### src/rtl/rxf_pkg.sv
package rxf_pkg;
  localparam logic [31:0] CRC_POLY_REFL = 32'hEDB88320;
  localparam logic [31:0] CRC_INIT      = 32'hFFFFFFFF;
  // good-frame residue as held in the reflected register
  localparam logic [31:0] CRC_RESIDUE   = 32'hDEBB20E3;

  function automatic logic [31:0] crc32_step(input logic [31:0] c, input logic [7:0] d);
    logic [31:0] r;
    r = c ^ {24'h0, d};
    for (int i = 0; i < 8; i++) r = r[0] ? ((r >> 1) ^ CRC_POLY_REFL) : (r >> 1);
    return r;
  endfunction
endpackage

### src/rtl/rx_crc_acc.sv
module rx_crc_acc import rxf_pkg::*; (
  input  logic       clk_i,
  input  logic       rst_ni,
  input  logic       step_i,
  input  logic       start_i,
  input  logic [7:0] data_i,
  output logic       crc_ok_o
);
  logic [31:0] crc_q;

  always_ff @(posedge clk_i or negedge rst_ni) begin
    if (!rst_ni) crc_q <= CRC_INIT;
    else if (step_i) crc_q <= crc32_step(start_i ? CRC_INIT : crc_q, data_i);
  end

  assign crc_ok_o = (crc_q == CRC_RESIDUE);
endmodule

### src/rtl/rx_da_check.sv
module rx_da_check #(
  parameter int ADDR_BYTES = 6
) (
  input  logic                    clk_i,
  input  logic                    rst_ni,
  input  logic                    step_i,
  input  logic                    start_i,
  input  logic [7:0]              data_i,
  input  logic [8*ADDR_BYTES-1:0] station_i,
  output logic                    full_o,
  output logic                    match_o,
  output logic                    group_o
);
  localparam int CW = $clog2(ADDR_BYTES + 1);

  logic [CW-1:0] cnt_q, idx;
  logic          match_q, group_q, in_da;
  logic [7:0]    exp_byte;

  assign idx   = start_i ? '0 : cnt_q;
  assign in_da = idx < CW'(ADDR_BYTES);

  always_comb begin
    exp_byte = '0;
    for (int k = 0; k < ADDR_BYTES; k++)
      if (idx == CW'(k)) exp_byte = station_i[8*k +: 8];
  end

  always_ff @(posedge clk_i or negedge rst_ni) begin
    if (!rst_ni) begin
      cnt_q   <= '0;
      match_q <= 1'b0;
      group_q <= 1'b0;
    end else if (step_i) begin
      if (in_da) begin
        cnt_q   <= idx + 1'b1;
        match_q <= (start_i | match_q) & (data_i == exp_byte);
      end
      if (start_i) group_q <= data_i[0];
    end
  end

  assign full_o  = (cnt_q == CW'(ADDR_BYTES));
  assign match_o = match_q;
  assign group_o = group_q;

  assert_da_cnt_bound_R7: assert property (@(posedge clk_i) disable iff (!rst_ni)
    cnt_q <= CW'(ADDR_BYTES));
endmodule

### src/rtl/rx_flush_ctrl.sv
module rx_flush_ctrl (
  input  logic clk_i,
  input  logic rst_ni,
  input  logic clr_wr_i,
  input  logic cfg_rd_i,
  input  logic rx_en_i,
  output logic clr_bit_o,
  output logic flush_o
);
  logic bit_q, done_q, pulse_q, fire;

  assign fire = bit_q & ~done_q & ~rx_en_i;

  always_ff @(posedge clk_i or negedge rst_ni) begin
    if (!rst_ni) begin
      bit_q   <= 1'b0;
      done_q  <= 1'b0;
      pulse_q <= 1'b0;
    end else begin
      pulse_q <= fire;
      if (clr_wr_i) begin
        bit_q  <= 1'b1;
        done_q <= 1'b0;
      end else if (cfg_rd_i) begin
        bit_q  <= 1'b0;
        done_q <= 1'b0;
      end else if (fire) begin
        done_q <= 1'b1;
      end
    end
  end

  assign clr_bit_o = bit_q;
  assign flush_o   = pulse_q;

  assert_clr_gated_R9: assert property (@(posedge clk_i) disable iff (!rst_ni)
    pulse_q |-> !$past(rx_en_i));
  assert_clr_selfclear_R10: assert property (@(posedge clk_i) disable iff (!rst_ni)
    (cfg_rd_i && !clr_wr_i) |=> !bit_q);
endmodule

### src/rtl/rx_frame_filter.sv
module rx_frame_filter import rxf_pkg::*; #(
  parameter int ADDR_BYTES = 6
) (
  input  logic                    clk_i,
  input  logic                    rst_ni,
  input  logic                    rx_valid_i,
  input  logic                    rx_sof_i,
  input  logic                    rx_eof_i,
  input  logic [7:0]              rx_data_i,
  input  logic [8*ADDR_BYTES-1:0] station_addr_i,
  input  logic                    rx_en_i,
  input  logic                    promisc_i,
  input  logic                    mcast_en_i,
  input  logic                    crc_reject_i,
  input  logic                    fifo_clr_wr_i,
  input  logic                    cfg_rd_i,
  input  logic                    err_clr_i,
  output logic                    fifo_clr_bit_o,
  output logic                    commit_o,
  output logic                    drop_o,
  output logic                    flush_o,
  output logic                    rx_err_o
);
  logic in_frame_q, done_q, prm_q, mce_q, rej_q, err_q;
  logic start, step, fin;
  logic crc_ok, da_full, da_match, da_group;
  logic crc_bad, addr_ok, keep, clr_flush;

  assign start = rx_valid_i & rx_sof_i & rx_en_i;
  assign step  = rx_valid_i & (rx_sof_i ? rx_en_i : in_frame_q);
  assign fin   = step & rx_eof_i;

  always_ff @(posedge clk_i or negedge rst_ni) begin
    if (!rst_ni) begin
      in_frame_q <= 1'b0;
      done_q     <= 1'b0;
      prm_q      <= 1'b0;
      mce_q      <= 1'b0;
      rej_q      <= 1'b0;
      err_q      <= 1'b0;
    end else begin
      done_q <= fin;
      if (rx_valid_i & rx_sof_i) in_frame_q <= rx_en_i & ~rx_eof_i;
      else if (fin)              in_frame_q <= 1'b0;
      if (start) begin
        prm_q <= promisc_i;
        mce_q <= mcast_en_i;
        rej_q <= crc_reject_i;
      end
      err_q <= (err_q & ~err_clr_i) | crc_bad;
    end
  end

  rx_crc_acc u_crc (
    .clk_i, .rst_ni,
    .step_i   (step),
    .start_i  (rx_sof_i),
    .data_i   (rx_data_i),
    .crc_ok_o (crc_ok)
  );

  rx_da_check #(.ADDR_BYTES(ADDR_BYTES)) u_da (
    .clk_i, .rst_ni,
    .step_i    (step),
    .start_i   (rx_sof_i),
    .data_i    (rx_data_i),
    .station_i (station_addr_i),
    .full_o    (da_full),
    .match_o   (da_match),
    .group_o   (da_group)
  );

  rx_flush_ctrl u_clr (
    .clk_i, .rst_ni,
    .clr_wr_i  (fifo_clr_wr_i),
    .cfg_rd_i  (cfg_rd_i),
    .rx_en_i   (rx_en_i),
    .clr_bit_o (fifo_clr_bit_o),
    .flush_o   (clr_flush)
  );

  assign crc_bad  = done_q & rej_q & ~crc_ok;
  assign addr_ok  = da_full & (prm_q | (da_group ? mce_q : da_match));
  assign keep     = ~crc_bad & addr_ok;
  assign commit_o = done_q & keep;
  assign drop_o   = done_q & ~keep;
  assign flush_o  = clr_flush | crc_bad;
  assign rx_err_o = err_q | crc_bad;

  assert_verdict_after_eof_R7: assert property (@(posedge clk_i) disable iff (!rst_ni)
    (commit_o || drop_o) |-> $past(rx_valid_i && rx_eof_i));
  assert_off_quiet_R1: assert property (@(posedge clk_i) disable iff (!rst_ni)
    (rx_valid_i && rx_sof_i && !rx_en_i) |=> !(commit_o || drop_o));
  assert_err_cause_R5: assert property (@(posedge clk_i) disable iff (!rst_ni)
    $rose(err_q) |-> $past(drop_o && flush_o));
  assert_err_sticky_R5: assert property (@(posedge clk_i) disable iff (!rst_ni)
    (rx_err_o && !err_clr_i) |=> rx_err_o);
  assert_cfg_frozen_R8: assert property (@(posedge clk_i) disable iff (!rst_ni)
    (in_frame_q && !(rx_valid_i && rx_sof_i)) |=> ($stable(prm_q) && $stable(mce_q) && $stable(rej_q)));
endmodule

### config.mk
export PLATFORM = sky130hd
export DESIGN_NAME = rx_frame_filter
export DESIGN_NICKNAME = d
export VERILOG_FILES = /design/src/rtl/rxf_pkg.sv /design/src/rtl/rx_crc_acc.sv /design/src/rtl/rx_da_check.sv /design/src/rtl/rx_flush_ctrl.sv /design/src/rtl/rx_frame_filter.sv
export SDC_FILE = /design/constraint.sdc
export NUM_CORES = 1
export LEC_CHECK = 0
export ABC_AREA = 1
export ABC_CLOCK_PERIOD_IN_PS = 6000
export BUFFER_PORTS_ARGS = -buffer_cell sky130_fd_sc_hd__clkbuf_2
export CAP_MARGIN = 20
export CORE_UTILIZATION = 57
export CTS_BUF_LIST = sky130_fd_sc_hd__clkbuf_8
export DETAILED_ROUTE_END_ITERATION = 10
export PLACE_DENSITY = 0.92
export SETUP_SLACK_MARGIN = 0.15
export SYNTH_ARGS = -nofsm -noshare
export SYNTH_HDL_FRONTEND = slang
export SYNTH_SLANG_ARGS = --single-unit
### constraint.sdc
create_clock -name clk_i -period 6 [get_ports clk_i]
set_input_delay 0.3 -clock clk_i [delete_from_list [all_inputs] [get_ports clk_i]]
set_output_delay 0.3 -clock clk_i [all_outputs]
set_load 0.01 [all_outputs]
Yosys cells after proc, flatten, opt, wreduce, memory -nomap -nowiden

Index checks and enable logic that the tools add are counted.

Register bits: 46
Bits in latches: 0
Memory bits (writable): 0
Bits in read-only memories: 0
Input bits: 68
Output and inout bits: 5
Word-level logic and storage cells: 90
Memories kept: 0

Add/sub/neg operators: 1
Multipliers: 0
Div/mod/pow operators: 0
$lt $le $gt $ge: 1
Equality and inequality tests: 8
Shift operators: 0
Multiplexer cells: 25
Bitwise logic cells: 36
Reductions and logical operators: 6

Operators with widths:

| cell                                               | number |
|---|---|
| two-way mux 32 bit                                 | 9 |
| NOT 13 -> 14 bit                                   | 8 |
| two-way mux 8 bit                                  | 6 |
| == test 32 bit (second input constant)             | 1 |
| bitwise XOR 32 x 8 -> 32 bit                       | 1 |
| AND 1 bit                                          | 15 |
| == test 3 bit (second input constant)              | 3 |
| two-way mux 1 bit                                  | 9 |
| == test 8 bit                                      | 1 |
| NOT 1 bit                                          | 7 |
| == test 3 x 2 -> 1 bit (second input constant)     | 2 |
| bitwise OR 1 bit                                   | 5 |
| AND reduction 2 bit                                | 2 |
| nonzero test 2 bit                                 | 2 |
| adder 3 x 1 -> 3 bit (second input constant)       | 1 |
| == test 3 x 1 -> 1 bit (second input constant)     | 1 |
| zero test 3 bit                                    | 1 |
| less-than comparator 3 bit (second input constant) | 1 |
| two-way mux 3 bit                                  | 1 |
| nonzero test 3 bit                                 | 1 |

Longest topological paths before layout

Word-level depth: 18
Gate-level depth with buffers: 20
Mapped depth without buffers: 20

Modules after synthesis

Synthesis repeated with hierarchy kept, for this count alone.

Cell total of the unflattened synthesis: 672
Area, all modules: 4430.5 um^2

Modules (own cells, without submodules):

| module          | times used | cells an instance | area each (um^2) | seq. area each (um^2) |
|---|---|---|---|---|
| rx_crc_acc      | 1          | 391               | 2839.0           | 840.8 |
| rx_da_check     | 1          | 218               | 1118.6           | 125.1 |
| rx_frame_filter | 1          | 50                | 355.3            | 150.1 |
| rx_flush_ctrl   | 1          | 13                | 117.6            | 75.1 |

Worst setup path after synthesis

No wires, ideal clock.

Path kind: register to register
From: register u_da.cnt_q[2]
To: register u_da.match_q (netlist: u_da.match_o)
Setup time: 0.077 ns
Data arrival time: 2.088 ns
Data required time: 5.923 ns
Path slack: 3.834 ns
Cell stages (with the launch flop): 19
Path buffers: 3
Period minus slack after synthesis: 2.166 ns
Path through: dfrtp_1 > nand2_1 > buf_2 > buf_4 > ha_1 > inv_1 > clkbuf_1 > nand2_1 > inv_1 > nand2_1 > nand2_1 > nand2_1 > nand2_1 > nand2_1 > nand2_1 > nand2_1 > nor2_1 > nand2_1 > a21oi_1

Cells in the longest elaborated chain, start to end: 10
Elaborated cells on any way between the ends: 17
Classes of those cells: 1 x order compare; 6 x eq/ne; 7 x mux; 1 x bitwise; 2 x reduce/logical

Ends and longest elaborated chain:

| what                            | RTL line          | text |
|---|---|---|
| start, declared                 | rx_da_check.sv:16 | `logic [CW-1:0] cnt_q, idx;` |
| start signal, assigned          | rx_da_check.sv:36 | `cnt_q <= idx + 1'b1;` |
| two-way mux 3 bit *             | rx_da_check.sv:20 | `assign idx = start_i ? '0 : cnt_q;` |
| zero test 3 bit                 | rx_da_check.sv:26 | `if (idx == CW'(k)) exp_byte = station_i[8*k +: 8];` |
| two-way mux 8 bit (6 in series) | rx_da_check.sv:26 |  |
| == test 8 bit                   | rx_da_check.sv:37 | `match_q <= (start_i \| match_q) & (data_i == exp_byte);` |
| AND 1 bit                       | rx_da_check.sv:37 |  |
| end signal, assigned            | rx_da_check.sv:37 |  |
| end, declared                   | rx_da_check.sv:17 | `logic match_q, group_q, in_da;` |

Every way passes the cells marked *; elsewhere a longest branch is shown, timed or not.
A chain may end at the register's enable or synchronous reset.

Final worst setup path

From: input rx_sof_i
To: register u_da.match_q (netlist: u_da.match_o)

Cells in the longest elaborated chain, start to end: 10
Elaborated cells on any way between the ends: 20
Classes of those cells: 1 x order compare; 6 x eq/ne; 8 x mux; 3 x bitwise; 2 x reduce/logical

Ends and longest elaborated chain:

| what                            | RTL line             | text |
|---|---|---|
| start, declared                 | rx_frame_filter.sv:7 | `input logic rx_sof_i,` |
| two-way mux 3 bit               | rx_da_check.sv:20    |  |
| zero test 3 bit                 | rx_da_check.sv:26    |  |
| two-way mux 8 bit (6 in series) | rx_da_check.sv:26    |  |
| == test 8 bit                   | rx_da_check.sv:37    |  |
| AND 1 bit                       | rx_da_check.sv:37    |  |

Several ways; a longest one is shown, not always the timed one.

==> flow_summary.ini <==
[logic_synthesis]
syn_inst = 533
synth_top_area_cell = dfstp_2
netlist_top_cells_count = nand2_1 (178), inv_1 (54), nor2_1 (52), xor2_1 (41), dfstp_2 (32)
yosysSeqAreaShare_pct = 31.8
synth_cell_types = 41
synth_edf_count = 0
synth_top_cell_area_share_pct = 22.4
syn_area_per_cell_um2 = 7.04
synthFlopType = dfstp_2
synth_seq_cells = 46
synth_area_leaders = dfstp_2 (22%), nand2_1 (18%), xor2_1 (9.6%)
synth_nets = 604
yosysMostFrequentCell = nand2_1
async_flop_share_pct = 100
yosysWarnings = 0
synth_area_um2 = 3750

[routing]
drcViolationCount = 0
dr_total_vias = 3596
first_iter_violations = 191
detail-route-antenna-nets = 0
wire_per_inst_um = 13.2
dr.pass1.iters = 5
routed_via_density = 5.33
drt_wl_total_mm = 8.94

[flow_run]
maxCapViolCount = 0

[setup_path]
crit_path_end_kind = flop
worstPathMaxFanout = 33
r2r_end = u_da.match_o$_DFFE_PN0P_
worstSetupPathType = input port to flop
startpoint_type = input port
reg2reg_depth = 15
cp_data_arrival_time_ps = 3160
r2r_setup_slack_ps = 3490
critPathRequiredTime_ps = 6240
reg2reg_from = u_da.cnt_q[2]$_DFFE_PN0P_

[sta]
finalHoldViolCount = 0
fin_crit_ps = 2920
fmax_ghz = 0.342
slew_viol_final = 0
rsz0062_at_grt = false
worst_slack_ps = 3080
final.period_utilization_pct = 48.7
whs_ps = 76.5
setup_viol = 0
tns_ps = 0
fin_worst_skew_ps = 8.33
tightest_slew_ps = 737
slew_headroom_pct = 50.9

[clocking]
numCtsBuffers = 5
cts_post_setup_buffers_inserted = 0
cts.sinks = 46
cts-htree-levels = 2
clock_latency_ps = 310
clock-root-buffer = clkbuf_8
post_cts_resized = 0
clock_path_buffers = 2
ctsHoldBuffers = 0
clkTransAtPathRegs_ps = 90
cts_tree = built

[placed_design]
dpl.hpwl_mm = 6.74
io_buffers = 72
dp_worst_setup_slack_ps = 2810
gp_congestion = 0.913

[floorplan]
start_util_pct = 59.1
ios = 73
core_um2 = 6350
die_y_um = 83.1
die_w_um = 83.1
die_area_um2 = 6910
row_count = 29

[run_status]
status = completed

[layout]
final_nets = 668
fill_cells = 516
area.growth.synth_to_final_pct = 13.6
drive_gt1_share_pct = 24.6
diodes = 0
postLayoutCoreUtil_pct = 67.1

[pwr]
leakage_nw = 2.23
power_per_cell_area_nw_per_um2 = 446
vdd_drop_max_mv = 0.305

[global_routing]
grt_max_degree = 57
antenna_found_initial = 0
grt_pass1_vias = 3292
grt_usage_pct = 26.7
grt_pass1_wl_mm = 15.0
grt.overflow.total = 0

[hold_path]
min_path_type = input port to asynchronous set/reset pin
kinds of logic (layout without fill, tap and decap cells):
kind of cell	count (synthesis)	count (layout)	share of synthesized area [%]
simple gates	295	295	34.0
xor+xnor	67	67	18.2
compound gates	48	48	7.04
fa+ha+maj	3	3	1.00
flops	46	46	31.8
buf+inv	74	139	8.01
metal layers:
| layer | vias up | track usage [%] | part of all wire, % |
|---|---|---|---|
| li1 | 1766 | - | - |
| met1 | 1666 | 36.1 | 44 |
| met2 | 144 | 43.7 | 48 |
| met3 | 20 | 4.08 | 6.2 |
| met4 | 0 | 9.40 | 2.2 |
| met5 | - | 0 | 0 |
metrics by stage:
step / cell area (um^2) / std cells / power (mW)
6_report: 4260 / 675 / 1.90
5_1_grt: 4260 / 675 / 2.05
4_1_cts: 4260 / 675 / 1.90
3_5_place_dp: 4150 / 667 / 1.65
3_3_place_gp: 4150 / 667 / 1.62
2_1_floorplan: 3750 / 533 / 1.44
worst max path at each step:
stage / slack (ps) / startpoint / cells after the start / endpoint
finish: 3080 / rx_sof_i / 17 / u_da.match_o$_DFFE_PN0P_
global route: 2770 / rx_sof_i / 15 / u_da.match_o$_DFFE_PN0P_
CTS: 3130 / rx_sof_i / 17 / u_da.match_o$_DFFE_PN0P_
detailed placement: 2810 / rx_sof_i / 17 / u_da.match_o$_DFFE_PN0P_
global placement: 2960 / rx_sof_i / 17 / u_da.match_o$_DFFE_PN0P_
floorplan: 3830 / u_da.cnt_q[2]$_DFFE_PN0P_ / 18 / u_da.match_o$_DFFE_PN0P_
final cells by class:
| class | count | area [um^2] | area share, % |
|---|---|---|---|
| clock buffer | 5 | 68.8 | 1.62 |
| tap | 77 | 96.3 | 2.26 |
| sequential | 46 | 1190 | 28.0 |
| timing repair buffer | 74 | 375 | 8.81 |
| clock inverter | 3 | 41.3 | 0.969 |
| inverter | 57 | 214 | 5.02 |
| multi-input combinational | 413 | 2270 | 53.4 |
flip-flops by register name (all words and copies together) (netlist names):
signal,flops
in_frame_q,1
rej_q,1
u_clr.flush_o,1
prm_q,1
mce_q,1
u_clr.clr_bit_o,1
u_da.cnt_q,3
done_q,1
u_clr.done_q,1
u_da.group_o,1
u_crc.crc_q,32
err_q,1
u_da.match_o,1
critical path, stage by stage:
cell	delay [ps]
clkbuf_2	420
inv_2	390
nand2_1	470
ha_1	370
inv_1	310
nand2_1	90
inv_1	60
nand2_1	60
nand2_1	80
nand2_1	70
nand2_1	60
nand2_1	40
nand2_1	50
nand2_1	50
nor2_1	120
nand2_1	80
a21oi_1	120
report_power, final:
part           leakage, nW  switching (mW)  internal, mW  total (mW)
sequential           0.508           0.101         0.506       0.608
clock               0.0556           0.107         0.123       0.230
combinational         1.67           0.634         0.430        1.06
cell usage in the layout, fill, tap and decap left out, types with 6 or more instances in the layout:
master	count
nand2_1	178
nand4_1	6
o21ai_0	26
dfstp_2	32
xor2_1	41
nand3b_1	6
xnor2_1	18
nor2_1	52
o21ai_1	10
clkbuf_2	72
dfrtp_1	14
or2_2	6
nand3_1	24
inv_1	55
(Power assumes the default switching activity.)
